`src/rtl/ucs_pkg.sv`:
```
package ucs_pkg;

  localparam int NORD  = 13;
  localparam int FU_W  = 3;
  localparam int UA_W  = 5;
  localparam int OP_W  = 3;

  // micro-order line positions
  localparam int O_PC_ABUS  = 0;
  localparam int O_IR_ABUS  = 1;
  localparam int O_MEM_DBUS = 2;
  localparam int O_FU_DBUS  = 3;
  localparam int O_MEM_RD   = 4;
  localparam int O_LD_IR    = 5;
  localparam int O_LD_X     = 6;
  localparam int O_LD_ACC   = 7;
  localparam int O_LD_PC    = 8;
  localparam int O_INC_PC   = 9;
  localparam int O_CLR_ACC  = 10;
  localparam int O_SAVE_CTX = 11;
  localparam int O_INT_ACK  = 12;

  localparam logic [NORD-1:0] M_NONE     = '0;
  localparam logic [NORD-1:0] M_PC_ABUS  = NORD'(1) << O_PC_ABUS;
  localparam logic [NORD-1:0] M_IR_ABUS  = NORD'(1) << O_IR_ABUS;
  localparam logic [NORD-1:0] M_MEM_DBUS = NORD'(1) << O_MEM_DBUS;
  localparam logic [NORD-1:0] M_FU_DBUS  = NORD'(1) << O_FU_DBUS;
  localparam logic [NORD-1:0] M_MEM_RD   = NORD'(1) << O_MEM_RD;
  localparam logic [NORD-1:0] M_LD_IR    = NORD'(1) << O_LD_IR;
  localparam logic [NORD-1:0] M_LD_X     = NORD'(1) << O_LD_X;
  localparam logic [NORD-1:0] M_LD_ACC   = NORD'(1) << O_LD_ACC;
  localparam logic [NORD-1:0] M_LD_PC    = NORD'(1) << O_LD_PC;
  localparam logic [NORD-1:0] M_INC_PC   = NORD'(1) << O_INC_PC;
  localparam logic [NORD-1:0] M_CLR_ACC  = NORD'(1) << O_CLR_ACC;
  localparam logic [NORD-1:0] M_SAVE_CTX = NORD'(1) << O_SAVE_CTX;
  localparam logic [NORD-1:0] M_INT_ACK  = NORD'(1) << O_INT_ACK;

  // function-unit codes
  localparam logic [FU_W-1:0] FU_NONE = 3'b000;
  localparam logic [FU_W-1:0] FU_ADD  = 3'b001;
  localparam logic [FU_W-1:0] FU_NOT  = 3'b101;

  // vertical control field: {misc, dest, dsrc, asrc}
  localparam int VA_W   = 2;
  localparam int VD_W   = 2;
  localparam int VL_W   = 3;
  localparam int VM_W   = 5;
  localparam int VCTL_W = VA_W + VD_W + VL_W + VM_W;

  // fixed control-store addresses
  localparam int RESET_VEC  = 0;
  localparam int FETCH_ADDR = 1;
  localparam int DISP_ADDR  = 3;
  localparam int R_NOP      = 4;
  localparam int R_ADD      = 5;
  localparam int R_NOT      = 7;
  localparam int R_BRZ      = 9;
  localparam int R_BRZ_TKN  = 11;
  localparam int R_LDA      = 12;
  localparam int INTR_ADDR  = 16;
  localparam int OP_LAST    = 4;

  typedef enum logic [1:0] {
    SQ_GOTO     = 2'd0,
    SQ_DISPATCH = 2'd1,
    SQ_IFZ      = 2'd2
  } seq_mode_e;

  typedef struct packed {
    logic            br;
    seq_mode_e       mode;
    logic [UA_W-1:0] target;
    logic [FU_W-1:0] fu;
    logic [NORD-1:0] ord;
  } uop_t;

  function automatic uop_t mk(logic [NORD-1:0] o, logic [FU_W-1:0] f,
                              logic b, seq_mode_e m, int t);
    uop_t u;
    u.br     = b;
    u.mode   = m;
    u.target = UA_W'(t);
    u.fu     = f;
    u.ord    = o;
    return u;
  endfunction

  // microprogram contents; unused words trap to interrupt initiation
  function automatic uop_t uop_at(int a);
    case (a)
      0:  return mk(M_CLR_ACC, FU_NONE, 1'b1, SQ_GOTO, FETCH_ADDR);
      1:  return mk(M_PC_ABUS | M_MEM_RD | M_MEM_DBUS, FU_NONE, 1'b0, SQ_GOTO, 0);
      2:  return mk(M_MEM_DBUS | M_LD_IR, FU_NONE, 1'b0, SQ_GOTO, 0);
      3:  return mk(M_INC_PC, FU_NONE, 1'b1, SQ_DISPATCH, 0);
      4:  return mk(M_NONE, FU_NONE, 1'b1, SQ_GOTO, FETCH_ADDR);
      5:  return mk(M_IR_ABUS | M_MEM_RD | M_MEM_DBUS, FU_ADD, 1'b0, SQ_GOTO, 0);
      6:  return mk(M_FU_DBUS | M_LD_ACC, FU_ADD, 1'b1, SQ_GOTO, FETCH_ADDR);
      7:  return mk(M_LD_X, FU_NOT, 1'b0, SQ_GOTO, 0);
      8:  return mk(M_FU_DBUS | M_LD_ACC, FU_NONE, 1'b1, SQ_GOTO, FETCH_ADDR);
      9:  return mk(M_NONE, FU_NONE, 1'b1, SQ_IFZ, R_BRZ_TKN);
      10: return mk(M_NONE, FU_NONE, 1'b1, SQ_GOTO, FETCH_ADDR);
      11: return mk(M_LD_PC, FU_NONE, 1'b1, SQ_GOTO, FETCH_ADDR);
      12: return mk(M_IR_ABUS | M_MEM_RD | M_MEM_DBUS | M_LD_ACC, FU_NONE,
                    1'b1, SQ_GOTO, FETCH_ADDR);
      16: return mk(M_SAVE_CTX, FU_NONE, 1'b0, SQ_GOTO, 0);
      17: return mk(M_INT_ACK, FU_NONE, 1'b1, SQ_GOTO, FETCH_ADDR);
      default: return mk(M_NONE, FU_NONE, 1'b1, SQ_GOTO, INTR_ADDR);
    endcase
  endfunction

  // opcode to routine start address
  function automatic logic [UA_W-1:0] op_start(logic [OP_W-1:0] op);
    case (op)
      3'd0:    return UA_W'(R_NOP);
      3'd1:    return UA_W'(R_ADD);
      3'd2:    return UA_W'(R_NOT);
      3'd3:    return UA_W'(R_BRZ);
      3'd4:    return UA_W'(R_LDA);
      default: return UA_W'(INTR_ADDR);
    endcase
  endfunction

  // pack horizontal orders into grouped vertical fields
  function automatic logic [VCTL_W-1:0] vencode(logic [NORD-1:0] o);
    logic [VA_W-1:0] asrc;
    logic [VD_W-1:0] dsrc;
    logic [VL_W-1:0] dst;
    logic [VM_W-1:0] misc;
    asrc = o[O_PC_ABUS] ? 2'd1 : (o[O_IR_ABUS] ? 2'd2 : 2'd0);
    dsrc = o[O_MEM_DBUS] ? 2'd1 : (o[O_FU_DBUS] ? 2'd2 : 2'd0);
    dst  = o[O_LD_IR] ? 3'd1 : o[O_LD_X] ? 3'd2 : o[O_LD_ACC] ? 3'd3 :
           o[O_LD_PC] ? 3'd4 : 3'd0;
    misc = {o[O_INT_ACK], o[O_SAVE_CTX], o[O_CLR_ACC], o[O_INC_PC], o[O_MEM_RD]};
    return {misc, dst, dsrc, asrc};
  endfunction

endpackage

```
`src/rtl/ucs_store.sv`:
```
module ucs_store
  import ucs_pkg::*;
#(
  parameter int AW   = UA_W,
  parameter bit VERT = 1'b0,
  localparam int CTL_W  = VERT ? VCTL_W : NORD,
  localparam int WORD_W = 1 + 2 + UA_W + FU_W + CTL_W,
  localparam int DEPTH  = 1 << AW
)(
  input  logic [AW-1:0]     addr,
  output logic [WORD_W-1:0] word
);

  function automatic logic [WORD_W-1:0] pack_word(uop_t u);
    logic [CTL_W-1:0] c;
    if (VERT) c = CTL_W'(vencode(u.ord));
    else      c = CTL_W'(u.ord);
    return {u.br, u.mode, u.target, u.fu, c};
  endfunction

  logic [WORD_W-1:0] rom [DEPTH];

  for (genvar a = 0; a < DEPTH; a++) begin : g_word
    assign rom[a] = pack_word(uop_at(a));
  end

  assign word = rom[addr];

endmodule

```
`src/rtl/ucs_decode.sv`:
```
module ucs_decode
  import ucs_pkg::*;
#(
  parameter bit VERT = 1'b0,
  localparam int CTL_W = VERT ? VCTL_W : NORD
)(
  input  logic [CTL_W-1:0] ctl,
  output logic [NORD-1:0]  ord
);

  if (VERT) begin : g_vert
    logic [VA_W-1:0] asrc;
    logic [VD_W-1:0] dsrc;
    logic [VL_W-1:0] dst;
    logic [VM_W-1:0] misc;
    assign {misc, dst, dsrc, asrc} = ctl;

    always_comb begin
      ord = '0;
      case (asrc)
        2'd1:    ord[O_PC_ABUS] = 1'b1;
        2'd2:    ord[O_IR_ABUS] = 1'b1;
        default: ;
      endcase
      case (dsrc)
        2'd1:    ord[O_MEM_DBUS] = 1'b1;
        2'd2:    ord[O_FU_DBUS]  = 1'b1;
        default: ;
      endcase
      case (dst)
        3'd1:    ord[O_LD_IR]  = 1'b1;
        3'd2:    ord[O_LD_X]   = 1'b1;
        3'd3:    ord[O_LD_ACC] = 1'b1;
        3'd4:    ord[O_LD_PC]  = 1'b1;
        default: ;
      endcase
      ord[O_MEM_RD]   = misc[0];
      ord[O_INC_PC]   = misc[1];
      ord[O_CLR_ACC]  = misc[2];
      ord[O_SAVE_CTX] = misc[3];
      ord[O_INT_ACK]  = misc[4];
    end
  end else begin : g_horiz
    assign ord = ctl;
  end

endmodule

```
`src/rtl/ucs_next.sv`:
```
module ucs_next
  import ucs_pkg::*;
#(
  parameter int AW = UA_W
)(
  input  logic [AW-1:0]   upc,
  input  logic            br,
  input  seq_mode_e       mode,
  input  logic [UA_W-1:0] target,
  input  logic [OP_W-1:0] opcode,
  input  logic            zero,
  output logic [AW-1:0]   nxt
);

  logic [AW-1:0] seq_addr;
  logic [AW-1:0] tgt_addr;
  logic [AW-1:0] disp_addr;

  assign seq_addr  = upc + AW'(1);
  assign tgt_addr  = AW'(target);
  assign disp_addr = AW'(op_start(opcode));

  always_comb begin
    nxt = seq_addr;
    if (br) begin
      case (mode)
        SQ_GOTO:     nxt = tgt_addr;
        SQ_DISPATCH: nxt = disp_addr;
        SQ_IFZ:      nxt = zero ? tgt_addr : seq_addr;
        default:     nxt = seq_addr;
      endcase
    end
  end

endmodule

```
`src/rtl/ucs_sequencer.sv`:
```
module ucs_sequencer
  import ucs_pkg::*;
#(
  parameter int AW   = UA_W,
  parameter bit VERT = 1'b0
)(
  input  logic            clk,
  input  logic            rst_n,
  input  logic [OP_W-1:0] ir_opcode,
  input  logic            stat_zero,
  output logic [NORD-1:0] morders,
  output logic [FU_W-1:0] fu_code,
  output logic [AW-1:0]   upc_o
);

  localparam int CTL_W  = VERT ? VCTL_W : NORD;
  localparam int WORD_W = 1 + 2 + UA_W + FU_W + CTL_W;
  localparam int FU_LSB = CTL_W;
  localparam int TG_LSB = FU_LSB + FU_W;
  localparam int MD_LSB = TG_LSB + UA_W;

  typedef enum logic {PH_FILL = 1'b0, PH_EXEC = 1'b1} phase_e;

  phase_e            ph_q;
  logic [AW-1:0]     upc_q;
  logic [AW-1:0]     upc_nxt;
  logic [WORD_W-1:0] store_word;
  logic [WORD_W-1:0] ubuf_q;

  logic              buf_br;
  seq_mode_e         buf_mode;
  logic [UA_W-1:0]   buf_target;
  logic [CTL_W-1:0]  buf_ctl;

  assign buf_br     = ubuf_q[WORD_W-1];
  assign buf_mode   = seq_mode_e'(ubuf_q[MD_LSB +: 2]);
  assign buf_target = ubuf_q[TG_LSB +: UA_W];
  assign buf_ctl    = ubuf_q[CTL_W-1:0];

  ucs_store #(.AW(AW), .VERT(VERT)) u_store (
    .addr (upc_q),
    .word (store_word)
  );

  ucs_next #(.AW(AW)) u_next (
    .upc    (upc_q),
    .br     (buf_br),
    .mode   (buf_mode),
    .target (buf_target),
    .opcode (ir_opcode),
    .zero   (stat_zero),
    .nxt    (upc_nxt)
  );

  ucs_decode #(.VERT(VERT)) u_decode (
    .ctl (buf_ctl),
    .ord (morders)
  );

  // fill: load store word into cleared buffer; exec: advance and clear
  always_ff @(posedge clk or negedge rst_n) begin
    if (!rst_n) begin
      ph_q   <= PH_FILL;
      upc_q  <= AW'(RESET_VEC);
      ubuf_q <= '0;
    end else if (ph_q == PH_FILL) begin
      ubuf_q <= store_word;
      ph_q   <= PH_EXEC;
    end else begin
      ubuf_q <= '0;
      upc_q  <= upc_nxt;
      ph_q   <= PH_FILL;
    end
  end

  assign fu_code = ubuf_q[FU_LSB +: FU_W];
  assign upc_o   = upc_q;

  // buffer is emptied after every execute cycle
  a_r2_clear_after_exec: assert property (@(posedge clk) disable iff (!rst_n)
    (ph_q == PH_EXEC) |=> (morders == '0 && fu_code == '0));

  // micro-address holds through the fill cycle
  a_r2_hold_in_fill: assert property (@(posedge clk) disable iff (!rst_n)
    (ph_q == PH_FILL) |=> $stable(upc_o));

  // non-branching word steps the micro-PC
  a_r3_step: assert property (@(posedge clk) disable iff (!rst_n)
    (ph_q == PH_EXEC && !buf_br) |=> (upc_o == $past(upc_o) + AW'(1)));

  // unconditional branch takes the embedded target
  a_r4_goto: assert property (@(posedge clk) disable iff (!rst_n)
    (ph_q == PH_EXEC && buf_br && buf_mode == SQ_GOTO)
      |=> (upc_o == AW'($past(buf_target))));

  // undefined opcode lands on interrupt initiation
  a_r6_undef_op: assert property (@(posedge clk) disable iff (!rst_n)
    (ph_q == PH_EXEC && buf_br && buf_mode == SQ_DISPATCH && int'(ir_opcode) > OP_LAST)
      |=> (upc_o == AW'(INTR_ADDR)));

  // zero flag set makes the conditional branch taken
  a_r10_zero_taken: assert property (@(posedge clk) disable iff (!rst_n)
    (ph_q == PH_EXEC && buf_br && buf_mode == SQ_IFZ && stat_zero)
      |=> (upc_o == AW'($past(buf_target))));

endmodule

```
`config.mk`:
```
export PLATFORM = sky130hd
export DESIGN_NAME = ucs_sequencer
export DESIGN_NICKNAME = d
export VERILOG_FILES = /design/src/rtl/ucs_pkg.sv /design/src/rtl/ucs_store.sv /design/src/rtl/ucs_decode.sv /design/src/rtl/ucs_next.sv /design/src/rtl/ucs_sequencer.sv
export SDC_FILE = /design/constraint.sdc
export NUM_CORES = 1
export LEC_CHECK = 0
export ABC_AREA = 1
export CAP_MARGIN = 10
export CORE_MARGIN = 3
export CORE_UTILIZATION = 55
export CTS_BUF_LIST = sky130_fd_sc_hd__clkbuf_4 sky130_fd_sc_hd__clkbuf_8
export DETAILED_ROUTE_END_ITERATION = 8
export GPL_TIMING_DRIVEN = 0
export HOLD_SLACK_MARGIN = 0.08
export PLACE_DENSITY = 0.87
export REMOVE_ABC_BUFFERS = 1
export SLEW_MARGIN = 30
export SYNTH_ARGS = -nofsm -noshare
export SYNTH_HDL_FRONTEND = slang
export SYNTH_SLANG_ARGS = --single-unit
```
`constraint.sdc`:
```
create_clock -name clk -period 2.5 [get_ports clk]
set_input_delay 0.25 -clock clk [delete_from_list [all_inputs] [get_ports clk]]
set_output_delay 0.25 -clock clk [all_outputs]
set_load 0.005 [all_outputs]
```
Word level (Yosys, flattened, before mapping)
Memory sizes are Yosys's and may differ from the RTL's.
Index checks and enable logic that the tools add are counted.
W data, S select, Z words.
{"block": "totals", "inputBits": 6, "ff_bits": 30, "word_cells": 23, "n_memories": 1, "rom_bits": 768}
{"memory": "(name not given)", "words": 32, "word_bits": 24, "rd": 1, "rd_clocked_by_memory_dff": 0, "write_ports": 0, "line": "ucs_store.sv:27", "text": "assign word = rom[addr];"}
{"block": "op_classes", "eq_ne": 6, "n_addsub": 1, "magnitude_cmp": 1, "mux": 8, "bitwise": 1, "reduce_logical": 2}
{"operator": "$mux W24", "n": 3}
{"operator": "$pmux W5 S5", "n": 1}
{"operator": "$pmux W5 S3", "n": 1}
{"operator": "$mux W5", "n": 2}
{"operator": "$eq A3 B2 Y1 const B", "n": 2}
{"operator": "$ge A6 B6 Y1 const B", "n": 1}
{"operator": "$not A5 Y6", "n": 1}
{"operator": "$add A5 B1 Y5 const B", "n": 1}
{"operator": "$eq A3 B1 Y1 const B", "n": 1}
{"operator": "$eq A3 B3 Y1 const B", "n": 1}
{"operator": "$logic_not A3 Y1", "n": 1}
{"operator": "$eq A2 B1 Y1 const B", "n": 1}
{"operator": "$eq A2 B2 Y1 const B", "n": 1}
{"operator": "$logic_not A2 Y1", "n": 1}
{"operator": "$mux W1", "n": 1}

Longest topological paths before layout
Gate-level depths: netlist of the first run.
{"block": "logic_depth", "depth_word": 5, "mapped_depth": 8, "mapped_depth_nobuf": 8}

By module
From an unflattened synthesis of the first run, not the netlist that was laid out.
{"block": "unflattened", "cells_unflattened": 236, "area_unflattened_um2": 1790.5}
{"mod": "ucs_sequencer", "area_each_um2": 1031.0, "n_inst": 1, "seq_area_each_um2": 750.7, "cells_per_inst": 100}
{"mod": "ucs_store", "area_each_um2": 396.6, "n_inst": 1, "seq_area_each_um2": 0.0, "cells_per_inst": 69}
{"mod": "ucs_next", "area_each_um2": 265.3, "n_inst": 1, "seq_area_each_um2": 0.0, "cells_per_inst": 54}
{"mod": "ucs_decode", "area_each_um2": 97.6, "n_inst": 1, "seq_area_each_um2": 0.0, "cells_per_inst": 13}

Worst setup path before layout of the first run
No wires, ideal clock.
{"block": "synth_timing", "path_kind": "register to register", "start": "register upc_q[0] (netlist: upc_o[0])", "end": "register ubuf_q[2]", "path_slack_ps": 1061, "required_ps": 2420, "stages_incl_launch_ff": 8, "period_less_slack_ps": 1439, "setup_time_ps": 80, "arrival_time_ps": 1359, "path_cell_list": "dfrtp_1 -> inv_1 -> ha_1 -> inv_1 -> o21ai_2 -> nand2_2 -> or2_4 -> o22ai_2"}
{"block": "synth_via", "elab_chain_len": 5}
{"item": "start: declaration", "line": "ucs_sequencer.sv:25", "text": "logic [AW-1:0] upc_q;"}
{"item": "start signal: assignment", "line": "ucs_sequencer.sv:64", "text": "upc_q <= AW'(RESET_VEC);"}
{"item": "start signal: assignment", "line": "ucs_sequencer.sv:71", "text": "upc_q <= upc_nxt;"}
{"item": "$not A5 Y6 (implied by the code)", "line": "ucs_store.sv:27"}
{"item": "$mem_v2 Z32 W24"}
{"item": "$mux W24 (implied by the code) (2 in series)", "line": "ucs_store.sv:27"}
{"item": "$mux W24", "line": "ucs_sequencer.sv:66", "text": "end else if (ph_q == PH_FILL) begin"}
{"item": "end signal: assignment", "line": "ucs_sequencer.sv:67", "text": "ubuf_q <= store_word;"}
{"item": "end: declaration", "line": "ucs_sequencer.sv:28", "text": "logic [WORD_W-1:0] ubuf_q;"}
No other way between the ends. The select of a mux whose other input is x is not followed.
A chain may end at the register's enable or synchronous reset.

Final worst setup path of the first run
{"block": "layout_timing", "start": "register upc_q[3] (netlist: upc_o[3])", "end": "output upc_o[3]"}
{"item": "end: declaration", "line": "ucs_sequencer.sv:13", "text": "output logic [AW-1:0] upc_o"}
No word-level cell between the ends.

==> out/results.env, run 1 <==
RELSLEWSLACK_PCT=65.6
VDD.IR_DROP.WORST_mV=0.553
RANKING_OF_SYNTHESIZED_CELLS_BY_AREA='sky130_fd_sc_hd__dfrtp_1 48%, sky130_fd_sc_hd__nand2_1 8.5%, sky130_fd_sc_hd__ha_1 7.0%'
GLOBAL_ROUTE_WIRE_LENGTH_BEFORE_REPAIR_UM=4230
ANTENNA_FOUND_INITIAL=0
SYNTHARSTFLOPSHARE_PCT=100
CORE-AREA_UM2=2040
SYNTH.YOSYS.WARNINGS=0
ROUTE.VIAS.TOTAL=1040
TOTALWIRELENGTH_UM=2550
ROOT_BUFFER='sky130_fd_sc_hd__clkbuf_4'
TNS_NS=0
POST-CTS-SETUP-BUFFERS=0
PLACE_AREA_UM2=1490
TIMING.CRITICAL_PATH.MAX_DELAY_FAMILY='flip-flops'
POWER_LEAKAGE_nW=0.733
CELL_TAKING_THE_MOST_AREA_AFTER_SYNTHESIS='sky130_fd_sc_hd__dfrtp_1'
OUTCOME='finished clean'
DR.FIRST_ITER.DRC_COUNT=25
BUFFER_PORTS.INSERTED=25
SYNTH_ENABLE_FLOP_CELLS=0
FINALWEIGHTEDCONGESTION=0.924
CLOCKBUFFERDEPTH=2
RSZ_0062_RAISED_AFTER_GLOBAL_ROUTING='false'
FLOORPLAN.DIE_AREA_UM2=2870
CP_NUM_CELLS=1
SYNTHFLOPTYPE='sky130_fd_sc_hd__dfrtp_1'
FLIP_FLOP_AND_LATCH_COUNT_AFTER_SYNTHESIS=24
POWER_DENSITY_nW_PER_UM2=888
LAYOUT-DRIVE-GT1-SHARE_PCT=7.56
CRITICAL_PATH.MAX_STAGE_DELAY_NS=0.61
SYNTHESIS.INSTANCES=148
CRITICAL_PATH.N_BUFFERS_INVERTERS=1
MIN_PATH_TYPE='input port to async pin'
STD_CELL_ROWS=16
TOTAL_ROUTING_USAGE_GR_PCT=21.2
END_KIND='output port'
FINAL_CELL_AREA_UM2=1520
FINCLKSKEW_NS=0.00747
REPORT.FINAL.SLEW_VIOL_COUNT=0
FINALHOLDVIOLATIONS=0
CLOCK-SINKS=24
WORST_EP_REQUIRED_TIME_NS=2.25
GRT_PASS1_VIAS=1007
WORST_PIN_SLEW_NS=0.516
CTS_TREE='done'
FINAL_MIN_PERIOD_OVER_CLOCK_PERIOD_PCT=70.6
COUNT_OF_MAX_CAP_CONSTRAINT_VIOLATIONS=0
FLOW.AREA_GROWTH_FROM_SYNTHESIS_PCT=21.9
DIE_HEIGHT_UM=53.6
SYNTHTOPCELLSBYCOUNT='28 x sky130_fd_sc_hd__nand2_1, 24 x sky130_fd_sc_hd__dfrtp_1, 22 x sky130_fd_sc_hd__inv_1'
WORST_EP_ARRIVAL_TIME_NS=1.51
MAPPEDNETLISTAREA_UM2=1240
DIEWIDTH_UM=53.6
DRT-WIRELENGTH-PER-CELL_UM=12.8
MAX_CLOCK_FREQ_GHz=0.567
SYNTHDOMINANTCELLAREASHARE_PCT=48.3
ANTENNA_CELLS_INSERTED=0
GRT_MAX_DEGREE=25
CTS_MAX_LEVEL=1
SYNTH_MOST_COMMON_CELL='sky130_fd_sc_hd__nand2_1'
FINAL-SETUP-VIOL-COUNT=0
DETAIL_ROUTE.DRC_VIOLATIONS=0
WORSTREGTOREGCELLS=7
CRITICAL_PATH.SLOWEST_CELL='sky130_fd_sc_hd__dfrtp_1'
GLOBALROUTE.TOTALOVERFLOW=0
DRT_PRE_ANTENNA_ITERS=4
CLOCK_LATENCY_OF_THE_LATER_CLOCKED_REGISTER_IN_THE_WORST_SKEW_PAIR_NS=0.31
CTS.CLK_SLEW.WORST_PATHS_NS=0.12
DPL.HPWL_UM=2010
SYNTH.AVG_CELL_AREA_UM2=8.40
CTS-BUFFERS-INSERTED=3
CRIT_PATH_MAX_FANOUT=12
CRIT_TYPE='flip-flop to output port'
WORSTPATHCELLLIST='clkdlybuf4s50_1'
FINALWORSTPATHREQUIREDPERIOD_NS=1.76
SYNTH.DISTINCT_CELLS=30
LAYOUT_NETS=187
FLOORPLAN.INITIALDENSITY_PCT=60.9
FILLCELLCOUNT=172
TOP_LEVEL_PORT_COUNT=27
DRT-VIAS-PER-INSTANCE=5.23
CRITPATHLAUNCHTYPE='flip-flop'
ROUTE.ANTENNA.REMAINING_NETS=0
SYNTH-SEQ-AREA-SHARE_PCT=48.3
power by group:
group,switching (mW),internal (mW),total [mW]
Sequential,0.0952,0.488,0.583
Clock,0.106,0.0564,0.163
Combinational,0.316,0.284,0.600
worst paths after layout:
| path | from | endpoint | slack, ns |
|---|---|---|---|
| min in group clk | ubuf_q[23]$_DFF_PN0_ | upc_o[3]$_DFFE_PN0P_ | 0.57 |
| worst min register to register | ubuf_q[23]$_DFF_PN0_ | upc_o[3]$_DFFE_PN0P_ | 0.57 |
| worst max-delay path | upc_o[3]$_DFFE_PN0P_ | upc_o[3] | 0.74 |
| worst min-delay path | rst_n | ubuf_q[2]$_DFF_PN0_ | 0.43 |
| worst max register to register | upc_o[0]$_DFFE_PN0P_ | ubuf_q[2]$_DFF_PN0_ | 0.90 |
| max in group asynchronous | rst_n | ubuf_q[15]$_DFF_PN0_ | 1.72 |
worst register-to-register path, delay by kind of cell (launching register included):
kind            cells  cell delay [ns]
buf+inv             2             0.28
compound gates      2             0.22
simple gates        2             0.32
fa+ha+maj           1             0.27
flops               1             0.46
area by class of cell:
class,count,area (um2),area share (%)
clock buffers,3,22.5,1.49
inverters,24,90.1,5.94
multi-input cells,95,514,33.9
flip-flops and latches,24,601,39.6
well taps,27,33.8,2.23
repair buffers,26,255,16.8
per-layer routing:
metal,global-route usage [%],part of all wire [%]
met1,23.6,41
met2,37.3,51
met3,4.43,6.0
met4,11.9,2.2
met5,0,0
flip-flops by register name, summed over array words and instances, names as in the netlist:
register,count
upc_o,5
ubuf_q,18
ph_q,1
cell families (layout without fill, tap and decap cells):
kind of cell	after synthesis	count (layout)	synth area share, %
AOI/OAI and AO/OA	21	21	10.3
xor gates and xnor gates	1	1	0.704
adders and majority gates	7	7	7.04
buffers and inverters	29	53	10.4
DFF	24	24	48.3
other	1	1	0.302
and+or+nand+nor	65	65	23.0
metrics by stage:
step                util [%]  power [mW]  instances  worst slack [ns]  hold WS [ns]
detailed placement      72.9        1.18        195             0.927         0.552
finish                  74.3        1.35        199             0.736         0.430
floorplan                  -       0.887        143              1.06       -0.0456
global route            74.3        1.46        199             0.665         0.454
global placement        72.9        1.17        195             0.983         0.554
CTS                     74.0        1.35        198             0.737         0.517
cells in the final DEF (no fill, tap or decap):
master,n
sky130_fd_sc_hd__a22oi_1,1
sky130_fd_sc_hd__conb_1,1
sky130_fd_sc_hd__clkinv_1,1
sky130_fd_sc_hd__o21ai_2,1
sky130_fd_sc_hd__nand3_1,9
sky130_fd_sc_hd__xor2_1,1
sky130_fd_sc_hd__nor2_2,1
sky130_fd_sc_hd__a221oi_1,1
sky130_fd_sc_hd__nand2_1,28
sky130_fd_sc_hd__o22ai_2,1
sky130_fd_sc_hd__ha_1,7
sky130_fd_sc_hd__a31o_2,1
sky130_fd_sc_hd__nand2_2,1
sky130_fd_sc_hd__inv_1,22
sky130_fd_sc_hd__dfrtp_1,24
sky130_fd_sc_hd__nor2_1,17
sky130_fd_sc_hd__nor3_1,3
sky130_fd_sc_hd__nor4_1,1
sky130_fd_sc_hd__inv_2,1
sky130_fd_sc_hd__o21ai_0,7
sky130_fd_sc_hd__clkdlybuf4s50_1,24
sky130_fd_sc_hd__o21ai_1,1
sky130_fd_sc_hd__nand4_1,2
sky130_fd_sc_hd__a31oi_1,1
sky130_fd_sc_hd__clkbuf_4,3
sky130_fd_sc_hd__buf_2,1
sky130_fd_sc_hd__nor2_4,1
sky130_fd_sc_hd__or2_4,1
sky130_fd_sc_hd__dlygate4sd3_1,1
sky130_fd_sc_hd__a21oi_1,7
sky130_fd_sc_hd__or2_2,1
what timing repair did:
item | CTS | global route
hold buffers | 0 | 1
gates resized for setup | 0 | 0
endpoints found under the hold margin | 0 | 24
(Power assumes the default switching activity.)
==> inputs of run 2 (changes only) <==
--- a/config.mk
+++ b/config.mk
@@ -8,12 +8,12 @@
 export ABC_AREA = 1
 export CAP_MARGIN = 10
 export CORE_MARGIN = 3
-export CORE_UTILIZATION = 55
+export CORE_UTILIZATION = 47
 export CTS_BUF_LIST = sky130_fd_sc_hd__clkbuf_4 sky130_fd_sc_hd__clkbuf_8
 export DETAILED_ROUTE_END_ITERATION = 8
 export GPL_TIMING_DRIVEN = 0
 export HOLD_SLACK_MARGIN = 0.08
-export PLACE_DENSITY = 0.87
+export PLACE_DENSITY = 0.79
 export REMOVE_ABC_BUFFERS = 1
 export SLEW_MARGIN = 30
 export SYNTH_ARGS = -nofsm -noshare
==> constraint.sdc (replaced) <==
create_clock -name clk -period 1.5 [get_ports clk]
set_input_delay 0.15 -clock clk [delete_from_list [all_inputs] [get_ports clk]]
set_output_delay 0.15 -clock clk [all_outputs]
set_load 0.005 [all_outputs]
==> out/results.env, run 2 (synthesis results as in run 1) <==
FINALWEIGHTEDCONGESTION=0.899
DIE_HEIGHT_UM=57.4
CTS.CLK_SLEW.WORST_PATHS_NS=0.13
DP_SLACK_NS=-0.0761
GRT_BUSIEST_LAYER='met2'
WORSTPATHCELLLIST='clkdlybuf4s50_1'
DRT_PRE_ANTENNA_ITERS=4
GLOBAL_ROUTE_WIRE_LENGTH_BEFORE_REPAIR_UM=4250
CRIT_TYPE='flip-flop to output port'
VDD.IR_DROP.WORST_mV=1.15
FINAL_MIN_PERIOD_OVER_CLOCK_PERIOD_PCT=97.2
ANTENNA_FOUND_INITIAL=0
WORST_EP_REQUIRED_TIME_NS=1.35
WORST-R2R-SETUP-SLACK_NS=0.08
FINALHOLDVIOLATIONS=0
COUNT_OF_MAX_CAP_CONSTRAINT_VIOLATIONS=0
GRTUSAGEMET2_PCT=29.2
WORST_PIN_SLEW_NS=0.503
BUFFER_PORTS.INSERTED=25
CRITPATHLAUNCHTYPE='flip-flop'
POWER_DENSITY_nW_PER_UM2=1580
CTS_TREE='done'
FLOORPLAN.INITIALDENSITY_PCT=49.7
GRT_PASS1_VIAS=998
GLOBALROUTE.TOTALOVERFLOW=0
FLOORPLAN.DIE_AREA_UM2=3300
FLOW.AREA_GROWTH_FROM_SYNTHESIS_PCT=28.8
CLOCKBUFFERDEPTH=2
FINAL-INSTANCE-COUNT-EXCL-FILL=207
CRIT_PATH_MAX_FANOUT=6
CLOCK_LATENCY_OF_THE_LATER_CLOCKED_REGISTER_IN_THE_WORST_SKEW_PAIR_NS=0.31
SETUP_SLACK_NS=0.0415
CRITICAL_PATH.SLOWEST_CELL='sky130_fd_sc_hd__clkdlybuf4s50_1'
DRT-WIRELENGTH-PER-CELL_UM=12.1
RELSLEWSLACK_PCT=66.5
TOP_LEVEL_PORT_COUNT=27
ROUTE.ANTENNA.REMAINING_NETS=0
CTS-BUFFERS-INSERTED=3
DETAIL_ROUTE.DRC_VIOLATIONS=0
CORE-AREA_UM2=2500
DIEWIDTH_UM=57.4
POWER_LEAKAGE_nW=0.764
LARGEST_REGISTER='ubuf_q'
ROUTE.VIAS.TOTAL=1059
CTS_MAX_LEVEL=1
CRITICAL_PATH.N_BUFFERS_INVERTERS=1
TIMING.CRITICAL_PATH.MAX_DELAY_FAMILY='buffers and inverters'
PLACE_INST=198
CRITICAL_PATH.MAX_STAGE_DELAY_NS=0.54
ANTENNA_CELLS_INSERTED=0
END_KIND='output port'
DR.FIRST_ITER.DRC_COUNT=20
GRT_MAX_DEGREE=25
FINALWORSTPATHREQUIREDPERIOD_NS=1.46
REPORT.FINAL.SLEW_VIOL_COUNT=0
DPL.HPWL_UM=1880
LAYOUT_COMMON_CELLS='28 x sky130_fd_sc_hd__nand2_1, 23 x sky130_fd_sc_hd__clkdlybuf4s50_1, 20 x sky130_fd_sc_hd__inv_1'
GROUTE.LAYER.MET3.USAGE_PCT=4.07
MET1_DEMAND_TO_CAPACITY_SHARE_IN_GLOBAL_ROUTING_PCT=19.1
DRT-VIAS-PER-INSTANCE=5.12
CLOCK-SINKS=24
WORST_EP_ARRIVAL_TIME_NS=1.31
ROOT_BUFFER='sky130_fd_sc_hd__clkbuf_4'
FINAL-SETUP-VIOL-COUNT=0
MIN_PATH_TYPE='input port to async pin'
STD_CELL_ROWS=18
TOTALWIRELENGTH_UM=2520
LAYOUT-DRIVE-GT1-SHARE_PCT=15.3
OUTCOME='finished clean'
FINCLKSKEW_NS=0.00298
LEADING_CELL_TYPE_IN_THE_LAYOUT_FILL_AND_TAPS_EXCLUDED='sky130_fd_sc_hd__nand2_1'
MAX_CLOCK_FREQ_GHz=0.686
TOTAL_ROUTING_USAGE_GR_PCT=16.6
LARGEST_REG_FLOPS=18
LAYOUT_NETS=191
-- run 2: changes by cell type in the layout (fill, tap and decap cells not counted) --
cell,delta
sky130_fd_sc_hd__dfrtp_1,-6
sky130_fd_sc_hd__ha_4,+1
sky130_fd_sc_hd__dlygate4sd2_1,+1
sky130_fd_sc_hd__buf_4,+4
sky130_fd_sc_hd__inv_4,+1
sky130_fd_sc_hd__bufinv_16,+1
sky130_fd_sc_hd__ha_1,-1
sky130_fd_sc_hd__inv_1,-2
sky130_fd_sc_hd__inv_2,+1
sky130_fd_sc_hd__dfrtp_2,+6
sky130_fd_sc_hd__clkdlybuf4s50_1,-1
-- run 2: per-stage QoR --
step | power [mW] | setup TNS (ns) | area [um2] | hold slack, ns | util (%)
global route | 2.74 | -0.0178 | 1600 | 0.334 | 64.1
global placement | 1.94 | -0.0346 | 1490 | 0.554 | 59.7
CTS | 2.44 | 0 | 1560 | 0.326 | 62.3
floorplan | 1.48 | 0 | 1200 | -0.146 | -
detailed placement | 1.96 | -0.190 | 1490 | 0.148 | 59.5
finish | 2.54 | 0 | 1600 | 0.321 | 64.1
-- run 2: path summary, 6_finish.rpt --
kind | startpoint | to | cells past startpoint
min | rst_n | ubuf_q[15]$_DFF_PN0_ | 2
max in group asynchronous | rst_n | upc_o[3]$_DFFE_PN0P_ | 2
min reg2reg | ubuf_q[23]$_DFF_PN0_ | upc_o[3]$_DFFE_PN0P_ | 2
max reg2reg | upc_o[0]$_DFFE_PN0P_ | ubuf_q[2]$_DFF_PN0_ | 7
max | upc_o[0]$_DFFE_PN0P_ | upc_o[0] | 1
min in group clk | ubuf_q[23]$_DFF_PN0_ | upc_o[3]$_DFFE_PN0P_ | 2
-- run 2: final cells by class --
class,count,area [um2]
multi-input cells,95,527
clock inverters,1,30.0
well taps,30,37.5
fillers,211,898
inverters,24,92.6
clock buffers,3,22.5
repair buffers,30,284
flip-flops and latches,24,608
-- run 2: power by group --
part	total, mW	switching, mW	internal, mW
registers	0.963	0.140	0.823
logic	1.12	0.577	0.542
clock network	0.455	0.184	0.270
-- run 2: what timing repair did --
item / in CTS / in global routing
hold endpoints to repair: 24 / 0
hold buffers: 1 / 0
gates resized for setup: 8 / 4
setup buffers: 0 / 4
endpoints found under the setup margin: 6 / 7
pin swaps: 0 / 0
-- run 2: metal layers --
metal,vias to the layer above,part of all wire [%]
met3,6,6.8
li1,529,-
met5,-,0
met1,491,40
met2,33,51
met4,0,1.2
